==> src/rtl/dprot_pkg.sv <==
package dprot_pkg;

  // Field positions inside a configuration word
  localparam int EnBit    = 0;
  localparam int RoBit    = 1;
  localparam int SupBit   = 2;
  localparam int NaBit    = 3;
  localparam int SizeLsb  = 4;
  localparam int SizeW    = 5;
  localparam int SelMaxW  = 4;

  typedef struct packed {
    logic noAccess;
    logic supOnly;
    logic readOnly;
  } protAttr_t;

  // Strobes from control to datapath
  typedef struct packed {
    logic               regionWe;
    logic [SelMaxW-1:0] regionIdx;
    logic               globalWe;
    logic               capture;
  } dpStrobe_t;

endpackage

==> src/rtl/dprot_region.sv <==
module dprot_region
  import dprot_pkg::*;
#(
  parameter int ADDR_W   = 32,
  parameter int MIN_LOG2 = 12
) (
  input  logic              clk,
  input  logic              rstN,
  input  logic              we,
  input  logic [ADDR_W-1:0] wrData,
  input  logic [ADDR_W-1:0] reqAddr,
  output logic              hit,
  output protAttr_t         attr
);

  localparam int LogW = $clog2(ADDR_W + 1);

  logic                     enable;
  logic [ADDR_W-1:MIN_LOG2] base;
  logic [SizeW-1:0]         sizeExp;
  logic [LogW-1:0]          effLog2;

  always_ff @(posedge clk or negedge rstN) begin
    if (!rstN) begin
      enable  <= 1'b0;
      attr    <= '0;
      base    <= '0;
      sizeExp <= '0;
    end else if (we) begin
      enable        <= wrData[EnBit];
      attr.readOnly <= wrData[RoBit];
      attr.supOnly  <= wrData[SupBit];
      attr.noAccess <= wrData[NaBit];
      sizeExp       <= wrData[SizeLsb +: SizeW];
      base          <= wrData[ADDR_W-1:MIN_LOG2];
    end
  end

  // Clamp the size exponent into [MIN_LOG2, ADDR_W]
  always_comb begin
    if (int'(sizeExp) < MIN_LOG2)      effLog2 = LogW'(MIN_LOG2);
    else if (int'(sizeExp) > ADDR_W)   effLog2 = LogW'(ADDR_W);
    else                               effLog2 = LogW'(sizeExp);
  end

  // Compare only the address bits above the window size
  always_comb begin
    hit = enable;
    for (int i = MIN_LOG2; i < ADDR_W; i++) begin
      if (i >= int'(effLog2) && reqAddr[i] != base[i]) hit = 1'b0;
    end
  end

endmodule

==> src/rtl/dprot_datapath.sv <==
module dprot_datapath
  import dprot_pkg::*;
#(
  parameter int ADDR_W      = 32,
  parameter int NUM_REGIONS = 4,
  parameter int MIN_LOG2    = 12,
  parameter int SEL_W       = 3
) (
  input  logic              clk,
  input  logic              rstN,
  input  dpStrobe_t         strobe,
  input  logic [ADDR_W-1:0] cfgData,
  input  logic [ADDR_W-1:0] reqAddr,
  input  logic              reqWrite,
  input  logic              reqUser,
  output logic              rawViol,
  output logic [ADDR_W-1:0] excAddr,
  output logic              excWrite,
  output logic [SEL_W-1:0]  excRegion
);

  logic      [NUM_REGIONS-1:0] regHit;
  protAttr_t                   regAttr [NUM_REGIONS];
  protAttr_t                   globalAttr;
  protAttr_t                   selAttr;
  logic      [SEL_W-1:0]       selIdx;

  for (genvar g = 0; g < NUM_REGIONS; g++) begin : gRegion
    logic regWe;
    assign regWe = strobe.regionWe && (int'(strobe.regionIdx) == g);
    dprot_region #(
      .ADDR_W  (ADDR_W),
      .MIN_LOG2(MIN_LOG2)
    ) uRegion (
      .clk    (clk),
      .rstN   (rstN),
      .we     (regWe),
      .wrData (cfgData),
      .reqAddr(reqAddr),
      .hit    (regHit[g]),
      .attr   (regAttr[g])
    );
  end

  always_ff @(posedge clk or negedge rstN) begin
    if (!rstN) begin
      globalAttr <= '0;
    end else if (strobe.globalWe) begin
      globalAttr.readOnly <= cfgData[RoBit];
      globalAttr.supOnly  <= cfgData[SupBit];
      globalAttr.noAccess <= cfgData[NaBit];
    end
  end

  // Lowest index wins: scan from the top so lower hits overwrite
  always_comb begin
    selAttr = globalAttr;
    selIdx  = SEL_W'(NUM_REGIONS);
    for (int i = NUM_REGIONS - 1; i >= 0; i--) begin
      if (regHit[i]) begin
        selAttr = regAttr[i];
        selIdx  = SEL_W'(i);
      end
    end
  end

  assign rawViol = selAttr.noAccess
                 | (selAttr.readOnly & reqWrite)
                 | (selAttr.supOnly  & reqUser);

  always_ff @(posedge clk or negedge rstN) begin
    if (!rstN) begin
      excAddr   <= '0;
      excWrite  <= 1'b0;
      excRegion <= '0;
    end else if (strobe.capture) begin
      excAddr   <= reqAddr;
      excWrite  <= reqWrite;
      excRegion <= selIdx;
    end
  end

endmodule

==> src/rtl/dprot_ctrl.sv <==
module dprot_ctrl
  import dprot_pkg::*;
#(
  parameter int NUM_REGIONS = 4,
  parameter int SEL_W       = 3
) (
  input  logic             clk,
  input  logic             rstN,
  input  logic             cfgWe,
  input  logic [SEL_W-1:0] cfgSel,
  input  logic             reqValid,
  input  logic             reqInternal,
  input  logic             rawViol,
  output dpStrobe_t        strobe,
  output logic             accPass,
  output logic             accViolate,
  output logic             excReq
);

  logic checked;

  // Internal register accesses are exempt from the check
  assign checked    = reqValid & ~reqInternal;
  assign accViolate = checked & rawViol;
  assign accPass    = reqValid & ~accViolate;

  always_comb begin
    strobe.regionWe  = cfgWe && (int'(cfgSel) < NUM_REGIONS);
    strobe.regionIdx = SelMaxW'(cfgSel);
    strobe.globalWe  = cfgWe && (int'(cfgSel) == NUM_REGIONS);
    strobe.capture   = accViolate;
  end

  always_ff @(posedge clk or negedge rstN) begin
    if (!rstN) excReq <= 1'b0;
    else       excReq <= accViolate;
  end

endmodule

==> src/rtl/dprot_unit.sv <==
module dprot_unit
  import dprot_pkg::*;
#(
  parameter int ADDR_W      = 32,
  parameter int NUM_REGIONS = 4,
  parameter int MIN_LOG2    = 12,
  parameter int SEL_W       = $clog2(NUM_REGIONS + 1)
) (
  input  logic              clk,
  input  logic              rstN,
  input  logic              cfgWe,
  input  logic [SEL_W-1:0]  cfgSel,
  input  logic [ADDR_W-1:0] cfgData,
  input  logic              reqValid,
  input  logic [ADDR_W-1:0] reqAddr,
  input  logic              reqWrite,
  input  logic              reqUser,
  input  logic              reqInternal,
  output logic              accPass,
  output logic              accViolate,
  output logic              excReq,
  output logic [ADDR_W-1:0] excAddr,
  output logic              excWrite,
  output logic [SEL_W-1:0]  excRegion
);

  dpStrobe_t strobe;
  logic      rawViol;

  dprot_ctrl #(
    .NUM_REGIONS(NUM_REGIONS),
    .SEL_W      (SEL_W)
  ) uCtrl (
    .clk        (clk),
    .rstN       (rstN),
    .cfgWe      (cfgWe),
    .cfgSel     (cfgSel),
    .reqValid   (reqValid),
    .reqInternal(reqInternal),
    .rawViol    (rawViol),
    .strobe     (strobe),
    .accPass    (accPass),
    .accViolate (accViolate),
    .excReq     (excReq)
  );

  dprot_datapath #(
    .ADDR_W     (ADDR_W),
    .NUM_REGIONS(NUM_REGIONS),
    .MIN_LOG2   (MIN_LOG2),
    .SEL_W      (SEL_W)
  ) uData (
    .clk      (clk),
    .rstN     (rstN),
    .strobe   (strobe),
    .cfgData  (cfgData),
    .reqAddr  (reqAddr),
    .reqWrite (reqWrite),
    .reqUser  (reqUser),
    .rawViol  (rawViol),
    .excAddr  (excAddr),
    .excWrite (excWrite),
    .excRegion(excRegion)
  );

endmodule

==> config.mk <==
export PLATFORM = sky130hd
export DESIGN_NAME = dprot_unit
export DESIGN_NICKNAME = d
export VERILOG_FILES = /design/src/rtl/dprot_pkg.sv /design/src/rtl/dprot_region.sv /design/src/rtl/dprot_datapath.sv /design/src/rtl/dprot_ctrl.sv /design/src/rtl/dprot_unit.sv
export SDC_FILE = /design/constraint.sdc
export NUM_CORES = 1
export LEC_CHECK = 0
export CAP_MARGIN = 10
export CORE_MARGIN = 5
export CORE_UTILIZATION = 55
export DETAILED_ROUTE_END_ITERATION = 7
export PLACE_DENSITY = 0.86
export SLEW_MARGIN = 15
export SYNTH_ARGS = -nofsm -noshare
export SYNTH_HDL_FRONTEND = slang
export SYNTH_HIERARCHICAL = 1
export SYNTH_SLANG_ARGS = --single-unit
==> constraint.sdc <==
create_clock -name clk -period 3.6 [get_ports clk]
set_input_delay 0.54 -clock clk [delete_from_list [all_inputs] [get_ports clk]]
set_output_delay 0.54 -clock clk [all_outputs]
set_load 0.1 [all_outputs]
======== Word-level counts from Yosys, hierarchy flattened ========
Cells that the tools add are included.
W data, S select, Z words.
operators by class
  $add $sub $neg .......................... 0
  $mul .................................... 0
  div/mod/pow operators ................... 0
  magnitude comparators ................... 85
  equality and inequality tests ........... 84
  shifts and indexed selects .............. 0
  muxes and demuxes ....................... 92
  bitwise operators ....................... 9
  reduce and logical (&&, ||, !) cells .... 87
operator list
  cell                  count
  $ge A5 B6 Y1 const A  64
  $ge A4 B6 Y1 const A  16
  $logic_and A1 B1 Y1   86
  $mux W1               80
  $ne A1 B1 Y1          80
  $mux W3               8
  $lt A5 B4 Y1 const B  4
  $mux W5               4
  $eq A3 B3 Y1 const B  3
  $and A1 B1 Y1         5
  $logic_not A4 Y1      1
  $eq A3 B2 Y1 const B  1
  $lt A3 B3 Y1 const B  1
  $not A1 Y1            2
  $or A1 B1 Y1          2
storage, ports and cells
  flip-flop bits (word level) ............. 156
  bits in latches ......................... 0
  memory bits (writable) .................. 0
  ROM bits ................................ 0
  input bits .............................. 74
  output and inout bits ................... 39
  word-level logic and storage cells ...... 388
  memories ................................ 0

======== Depth between registers and ports, before layout ========
Gate-level depths: netlist of the first run.
  depth after elaboration ................. 34
  gate-level depth with buffers ........... 16
  gate-level depth less buffers ........... 11

======== Modules after synthesis ========
The synthesis of the first run kept the hierarchy.
modules (own cells, without submodules)
  module          instances  cells an instance  area an instance (µm²)  seq. area each (µm²)
  dprot_region    4          120                1457.6                  725.7
  dprot_datapath  1          112                1640.3                  975.9
  dprot_ctrl      1          13                 106.4                   25.0

======== Worst setup path after synthesis of the first run ========
OpenSTA, ideal clock, no wires.
  path kind ............................... input to output
  start point ............................. in reqAddr[22]
  end point ............................... out accPass
  arrival ................................. 4322 ps
  data required time ...................... 3060 ps
  setup slack ............................. -1262 ps
  stages .................................. 11
  buffers on the path ..................... 1
  path through ............................ xnor2_1 maj3_2 a32oi_1 o21ai_1 and4_1 buf_6 nor2_2 a211oi_2 a2111oi_2 a31oi_1 a21boi_0
on the way
  longest elaborated chain between the ends .. 22
  elaborated cells on any way between the ends .. 59
  those cells by class .................... eq/ne: 4; mux: 44; bitwise: 7; reduce/logical: 4
RTL lines
  what                        RTL line              RTL
  start, declared             dprot_unit.sv:15      input logic [ADDR_W-1:0] reqAddr,
  $ne A1 B1 Y1 (*)            dprot_region.sv:50    if (i >= int'(effLog2) && reqAddr[i] != base[i]) hit = 1'b0;
  $logic_and A1 B1 Y1 (*)     dprot_region.sv:50
  $mux W1 (*) (10 in series)  dprot_region.sv:50
  via uData.regHit[3]         dprot_datapath.sv:22  logic [NUM_REGIONS-1:0] regHit;
  $mux W3 (*) (4 in series)   dprot_datapath.sv:60  if (regHit[i]) begin
  $and A1 B1 Y1               dprot_datapath.sv:68  | (selAttr.readOnly & reqWrite)
  $or A1 B1 Y1                dprot_datapath.sv:68
  $or A1 B1 Y1 (*)            dprot_datapath.sv:69  | (selAttr.supOnly & reqUser);
  via rawViol                 dprot_unit.sv:28      logic rawViol;
  $and A1 B1 Y1 (*)           dprot_ctrl.sv:24      assign accViolate = checked & rawViol;
  $not A1 Y1 (*)              dprot_ctrl.sv:25      assign accPass = reqValid & ~accViolate;
  $and A1 B1 Y1 (*)           dprot_ctrl.sv:25
  end, declared               dprot_unit.sv:19      output logic accPass,
The timed path passes the listed nets; every way through them passes the cells marked *.

======== Worst setup path in the final report of the first run ========
  start point ............................. in reqAddr[27]
  end point ............................... out accViolate
on the way
  longest elaborated chain between the ends .. 15
  elaborated cells on any way between the ends .. 37
  those cells by class .................... eq/ne: 4; mux: 24; bitwise: 5; reduce/logical: 4
RTL lines
  what                       RTL line              RTL
  $ne A1 B1 Y1 (*)           dprot_region.sv:50
  $logic_and A1 B1 Y1 (*)    dprot_region.sv:50
  $mux W1 (*) (5 in series)  dprot_region.sv:50
  via uData.regHit[3]        dprot_datapath.sv:22
  $mux W3 (*) (4 in series)  dprot_datapath.sv:60
  $and A1 B1 Y1              dprot_datapath.sv:68
  $or A1 B1 Y1               dprot_datapath.sv:68
  $or A1 B1 Y1 (*)           dprot_datapath.sv:69
  via rawViol                dprot_unit.sv:28
  $and A1 B1 Y1 (*)          dprot_ctrl.sv:24
  end, declared              dprot_unit.sv:20      output logic accViolate,
Marks and branches as above.

==> results.py, run 1 <==
metrics = {
    "flow_run": {
        "cap_violations": 0,
    },
    "finish": {
        "mostFrequentLayoutCells": "dfrtp_1, mux2_2, clkdlybuf4s50_1, buf_4, xnor2_1",
        "area.growth.synth_to_final_pct": 32.51,
        "drive_above_1_share_pct": 36.25,
        "diodes": 0,
        "layout_commonest_cell": "dfrtp_1",
        "postLayoutCoreUtil_pct": 74.93,
        "final_cell_count_no_fill": 954,
        "final.fill_count": 894,
        "nets": 839,
    },
    "timing": {
        "fin_tns_setup_ns": -0.07452,
        "finalHoldViolations": 0,
        "fin_crit_ns": 3.655,
        "worstMarginPinSlew_ns": 1.016,
        "max_freq_ghz": 0.2736,
        "period_share_pct": 101.5,
        "setup_ws_ns": -0.05463,
        "holdWs_ns": 0.1618,
        "slew_headroom_pct": 32.03,
        "setup_viol": 2,
        "rsz0062_at_grt": "yes",
        "fin_skew_ns": 0.01131,
        "report.final.slew_viol_count": 0,
    },
    "critical_path": {
        "crit_slowest_cell": "clkdlybuf4s50_1",
        "timing.critical_path.buf_inv": 2,
        "critPathCaptureType": "primary output",
        "cp.required_ns": 3.06,
        "worstSetupStartpointType": "primary input",
        "crit_path_max_fanout": 5,
        "crit-reg2reg-launch": "uData/gRegion[3].uRegion/base[17]$_DFFE_PN0P_",
        "reg2regPathDepth": 13,
        "crit_path_max_incr_delay_ns": 0.45,
        "crit_type": "in -> out",
        "r2r_slack_ns": 0.33,
        "worst_ep_arrival_time_ns": 3.11,
        "path_cells": "clkdlybuf4s50_1 > xnor2_1 > a31oi_1 > nor4_2 > and4_4 > nor2_4 > a211oi_4 > a2111oi_4 > a31oi_2 > and3_4 > buf_12",
        "reg2reg_to": "uData/excRegion[1]$_DFFE_PN0P_",
        "cp_top_family": "simple AND/OR/NAND/NOR gates",
    },
    "synthesis": {
        "netlist_area_mm2": 0.007577,
        "syn_inst": 605,
        "ys_types": 44,
        "ys_seq_area_share_pct": 51.52,
        "postSynthAreaPerCell_um2": 12.52,
        "syn-num-nets": 679,
        "yosys_warnings": 6,
        "ys_ff_latch": 156,
    },
    "grt": {
        "grt_max_degree": 83,
        "grt_pass1_vias": 6211,
        "antenna_found_initial": 0,
        "grt_pass1_wl_um": 33000,
        "grt_overflow": 0,
        "grt_use_total_pct": 26.40,
    },
    "route": {
        "vias": 5442,
        "drc": 0,
        "wirelength_um": 20120,
        "via_per_inst": 5.704,
        "postRouteAntennaNets": 0,
        "drtIter0Drc": 270,
        "drt_first_pass_iters": 4,
        "avgRoutedWirePerCell_um": 21.09,
    },
    "worst_hold_path": {
        "worstHoldPathType": "in -> async",
    },
    "power": {
        "cellPowerDensity_mw_per_mm2": 681.5,
        "ir_drop_mv": 0.5792,
        "leakagePower_nw": 4.382,
        "finalPower_mw": 6.843,
    },
    "floorplanning": {
        "die_x_um": 127.4,
        "dieArea_mm2": 0.01622,
        "initial_core_util_pct": 56.55,
        "rows": 42,
        "io_pins": 113,
        "fp.dieH_um": 127.4,
        "core_area_mm2": 0.01340,
    },
    "clock_tree": {
        "clock_path_buffers": 2,
        "clock-root-buffer": "clkbuf_16",
        "cts_sinks": 156,
        "htreeDepth": 4,
        "clk_latency_ns": 0.43,
        "cts_tree": "yes",
        "numCtsBuffers": 17,
        "clk_pin_slew_ns": 0.06,
    },
    "outcome": {
        "outcome": "finished with violations",
        "failed_checks": "setup timing",
    },
    "place": {
        "dp_hpwl_um": 14360,
        "port_buffers": 109,
        "dp.cells": 913,
        "gp_congestion": 0.9060,
    },
}
-- sequential cells by signal, summed over array words and instances (netlist names) --
register	flops
uCtrl/excReq	1
uData/excAddr	32
uData/excRegion	3
uData/excWrite	1
uData/gRegion.uRegion/attr	12
uData/gRegion.uRegion/base	80
uData/gRegion.uRegion/enable	4
uData/gRegion.uRegion/sizeExp	20
uData/globalAttr	3
-- how the worst max path moves through the flow --
stage                     depth (start not counted)    endpoint  slack (ns)                                             from
after detailed placement                         12  accViolate       -0.42                                      reqAddr[17]
after global routing                             13     accPass       -0.17  uData/gRegion[3].uRegion/sizeExp[4]$_DFFE_PN0P_
after floorplan                                  11     accPass        0.05                                      reqAddr[22]
final                                            11  accViolate       -0.05                                      reqAddr[27]
after global placement                           12  accViolate       -0.30                                      reqAddr[18]
after CTS                                        11  accViolate       -0.04  uData/gRegion[3].uRegion/sizeExp[2]$_DFFE_PN0P_
-- where the power goes --
group          total, mW  internal (mW)  switching [mW]
Combinational       2.60          0.962            1.64
Clock               1.77           1.07           0.696
Sequential          2.47           2.15           0.324
-- per-layer routing --
layer / track usage [%] / up-vias / routed length [µm]
met5: 0 / - / 0
li1: - / 2483 / -
met1: 32.27 / 2772 / 8348
met3: 6.302 / 38 / 1015
met2: 45.06 / 149 / 10290
met4: 10.73 / 0 / 464
-- cells in the mapped netlist --
library cell / instances / share of area, %
inv_1: 7 / 0.35
clkbuf_1: 8 / 0.40
nor2_2: 1 / 0.083
buf_2: 9 / 0.59
nand2_1: 28 / 1.4
o22ai_1: 4 / 0.33
and2_1: 1 / 0.083
nor4bb_1: 1 / 0.13
o211ai_1: 1 / 0.099
o21a_1: 4 / 0.40
a21boi_0: 1 / 0.099
a21oi_1: 14 / 0.92
nor3b_1: 1 / 0.099
o21ai_1: 4 / 0.26
nand4_1: 4 / 0.33
nand3_1: 8 / 0.53
nor3_1: 2 / 0.13
nor3_2: 1 / 0.13
and3_1: 10 / 0.83
a21o_1: 4 / 0.40
and2b_2: 1 / 0.12
a22o_1: 4 / 0.46
a22oi_1: 1 / 0.099
dfrtp_1: 156 / 52
nor2_1: 16 / 0.79
buf_6: 1 / 0.15
a2111oi_2: 1 / 0.20
o21ai_0: 24 / 1.6
a31oi_1: 15 / 1.2
nor4_1: 9 / 0.74
a211oi_2: 1 / 0.17
a221o_1: 1 / 0.13
and4_1: 4 / 0.46
mux2_1: 4 / 0.59
buf_4: 12 / 1.2
xor2_1: 28 / 3.2
xnor2_1: 52 / 6.0
mux2_2: 147 / 22
maj3_2: 4 / 0.59
conb_1: 1 / 0.049
a32oi_1: 4 / 0.46
maj3_1: 4 / 0.53
a21oi_2: 1 / 0.12
mux2i_1: 1 / 0.13
-- area by class of cell --
| cell class | count | area, µm² | share of cell area [%] |
|---|---|---|---|
| flip-flops and latches | 156 | 3906 | 38.90 |
| repair buffers | 171 | 1623 | 16.16 |
| clock buffers | 22 | 474.2 | 4.723 |
| well taps | 176 | 220.2 | 2.193 |
| inverters | 7 | 26.28 | 0.2617 |
| multi-input cells | 412 | 3676 | 36.61 |
| clock inverters | 10 | 115.1 | 1.146 |
-- metrics by stage --
| stage | setup slack [ns] | cell area [µm²] |
|---|---|---|
| floorplan | 0.04535 | 7586 |
| global placement | -0.3033 | 9178 |
| detailed placement | -0.4155 | 9178 |
| CTS | -0.03799 | 9990 |
| global route | -0.1721 | 10040 |
| finish | -0.05463 | 10040 |
-- cell families after synthesis --
logic type                 count (synthesis)  share of synthesized area, %
buffers and inverters                     37                         2.675
other                                      1                       0.04949
DFF                                      156                         51.52
and+or+nand+nor                           87                         5.846
adders and majority gates                  8                         1.123
AOI/OAI and AO/OA                         84                         6.968
muxes                                    152                         22.57
xor gates and xnor gates                  80                         9.247
-- timing repair --
item / CTS / global route
setup endpoints to repair: 38 / 2
resized for setup: 40 / 12
hold buffers: 0 / 0
pin swaps: 20 / 13
setup buffers: 9 / 0
(Power assumes the default switching activity.)
==> inputs of run 2 (changes only) <==
--- a/config.mk
+++ b/config.mk
@@ -9,7 +9,7 @@
 export CORE_MARGIN = 5
 export CORE_UTILIZATION = 55
 export DETAILED_ROUTE_END_ITERATION = 7
-export PLACE_DENSITY = 0.86
+export PLACE_DENSITY = 0.81
 export SLEW_MARGIN = 15
 export SYNTH_ARGS = -nofsm -noshare
 export SYNTH_HDL_FRONTEND = slang
==> run 2 against run 1 <==
The run now ends clean. Cell count fell by 0.10%. Clock skew grew 0.0050 ns. Clock power up 2%. Flip-flop and latch count is the same. Via count rose by 0.31%. Critical endpoint is now accPass. Critical path depth up 1. Global-route usage fell by 0.34 points. Non-clock buffer count is 1 lower. Register-to-register slack improved by 0.05 ns. Sequential share of layout area is 0.31 points lower. Critical path type is now reg -> out. Count of clock-buffer cells in the layout shrank 4.
==> results.py, run 2 (same netlist as run 1, synthesis figures left out) <==
metrics = {
    "finish": {
        "largestRegisters": "uData/gRegion.uRegion/base (80), uData/excAddr (32), uData/gRegion.uRegion/sizeExp (20)",
        "mostFrequentLayoutCells": "dfrtp_1, mux2_2, clkdlybuf4s50_1, buf_4, xnor2_1",
        "top_register": "uData/gRegion.uRegion/base",
        "postLayoutCoreUtil_pct": 75.70,
        "drive_above_1_share_pct": 39.12,
        "nets": 838,
        "final.fill_count": 869,
        "area.growth.synth_to_final_pct": 33.88,
        "diodes": 0,
        "largest_reg_flops": 80,
    },
    "route": {
        "wirelength_um": 20530,
        "postRouteAntennaNets": 0,
        "drc": 0,
        "avgRoutedWirePerCell_um": 21.55,
        "vias": 5459,
        "drt_first_pass_iters": 4,
        "via_per_inst": 5.728,
        "drtIter0Drc": 390,
    },
    "timing": {
        "slew_headroom_pct": 31.99,
        "report.final.slew_viol_count": 0,
        "period_share_pct": 99.86,
        "fin_crit_ns": 3.595,
        "max_freq_ghz": 0.2782,
        "finalHoldViolations": 0,
        "setup_viol": 0,
        "fin_skew_ns": 0.01635,
        "worstMarginPinSlew_ns": 1.017,
        "setup_ws_ns": 0.005064,
        "rsz0062_at_grt": "yes",
    },
    "critical_path": {
        "crit_path_max_fanout": 11,
        "cp.required_ns": 3.06,
        "reg2regPathDepth": 14,
        "critPathCaptureType": "primary output",
        "worst_ep_arrival_time_ns": 3.05,
        "worstSetupStartpointType": "flip-flop",
        "r2r_slack_ns": 0.38,
        "crit_type": "reg -> out",
    },
    "grt": {
        "grt_use_total_pct": 26.06,
        "grt_max_degree": 81,
        "grt_overflow": 0,
        "grt_pass1_vias": 5926,
        "antenna_found_initial": 0,
        "grt_pass1_wl_um": 32680,
    },
    "place": {
        "place_ws_ns": -0.4182,
        "port_buffers": 109,
        "dp_hpwl_um": 14200,
        "gp_congestion": 0.8988,
    },
    "clock_tree": {
        "htreeDepth": 4,
        "clock-root-buffer": "clkbuf_16",
        "postCtsHoldBufs": 0,
        "clk_latency_ns": 0.43,
        "numCtsBuffers": 17,
        "cts_sinks": 156,
        "cts_tree": "yes",
        "clk_pin_slew_ns": 0.06,
        "clock_path_buffers": 2,
    },
    "worst_hold_path": {
        "worstHoldPathType": "in -> async",
    },
    "floorplanning": {
        "io_pins": 113,
        "initial_core_util_pct": 56.55,
        "fp.dieH_um": 127.4,
        "dieArea_mm2": 0.01622,
        "rows": 42,
        "die_x_um": 127.4,
        "core_area_mm2": 0.01340,
    },
    "power": {
        "ir_drop_mv": 0.5857,
        "cellPowerDensity_mw_per_mm2": 682.3,
        "leakagePower_nw": 4.442,
    },
    "outcome": {
        "outcome": "finished clean",
    },
    "flow_run": {
        "cap_violations": 0,
    },
}
-- run 2: cell count changes in the layout (fill, tap and decap cells not counted), sizes merged --
cell | before | now
clkdlybuf4s50 | 94 | 91
dlygate4sd2 | 11 | 7
inv | 7 | 12
buf | 65 | 64
dlymetal6s2s | 1 | 7
clkinvlp | 3 | 2
clkbuf | 22 | 19
-- run 2: path summary, 6_finish.rpt --
kind,start,endpoint
worst min-delay path,rstN,uData/excAddr[0]$_DFFE_PN0P_
worst max register to register,uData/gRegion[3].uRegion/sizeExp[3]$_DFFE_PN0P_,uData/excAddr[15]$_DFFE_PN0P_
worst min register to register,uData/excAddr[18]$_DFFE_PN0P_,uData/excAddr[18]$_DFFE_PN0P_
max in group asynchronous,rstN,uData/gRegion[2].uRegion/sizeExp[3]$_DFFE_PN0P_
worst max-delay path,uData/gRegion[3].uRegion/sizeExp[1]$_DFFE_PN0P_,accPass
min in group clk,uData/excAddr[18]$_DFFE_PN0P_,uData/excAddr[18]$_DFFE_PN0P_
-- run 2: metal layers --
metal  vias to the layer above  GRT usage [%]  part of all wire, %
li1                       2475              -                    -
met1                      2769          32.38                   41
met4                         0          8.770                  2.1
met3                        36          6.219                  5.9
met2                       179          44.78                   51
met5                         -              0                    0
-- run 2: repair_timing --
item,4_1_cts,5_1_grt
hold endpoints to repair,0,0
setup buffers,1,11
resized for setup,40,38
pin swaps,18,18
setup endpoints to repair,2,2
-- run 2: per-stage QoR --
step | TNS (ns) | area, µm² | instances | hold slack, ns | total power, mW
3_3_place_gp | -11.21 | 9160 | 909 | 0.4655 | 4.917
2_1_floorplan | 0 | 7586 | 605 | 0.2444 | 4.191
3_5_place_dp | -13.34 | 9160 | 909 | 0.4751 | 4.987
5_1_grt | -0.2001 | 10140 | 953 | 0.2086 | 7.201
4_1_cts | 0 | 9927 | 942 | 0.1763 | 6.870
6_report | 0 | 10140 | 953 | 0.1460 | 6.922
-- run 2: power breakdown --
part,switching [mW],total [mW],internal [mW]
clock,0.754,1.81,1.05
combinational,1.64,2.61,0.972
sequential,0.354,2.50,2.15
total,2.75,6.92,4.17
-- run 2: final cells by class --
type / instances / area, µm² / area share [%]
Clock inverter: 14 / 157.7 / 1.554
Multi-Input combinational cell: 412 / 3764 / 37.10
Inverter: 7 / 26.28 / 0.2590
Tap cell: 176 / 220.2 / 2.171
Clock buffer: 18 / 439.2 / 4.329
Timing Repair Buffer: 170 / 1623 / 16.00
Sequential cell: 156 / 3915 / 38.59
-- run 2: critical path, stage by stage, from the launching register on --
cell,delay [ns]
dfrtp_1,0.39
buf_4,0.19
maj3_2,0.31
a32oi_1,0.20
o21ai_1,0.10
and4_4,0.20
buf_4,0.14
nor2_4,0.13
a211oi_4,0.05
a2111oi_4,0.33
a31oi_2,0.17
a21boi_2,0.21
buf_12,0.19
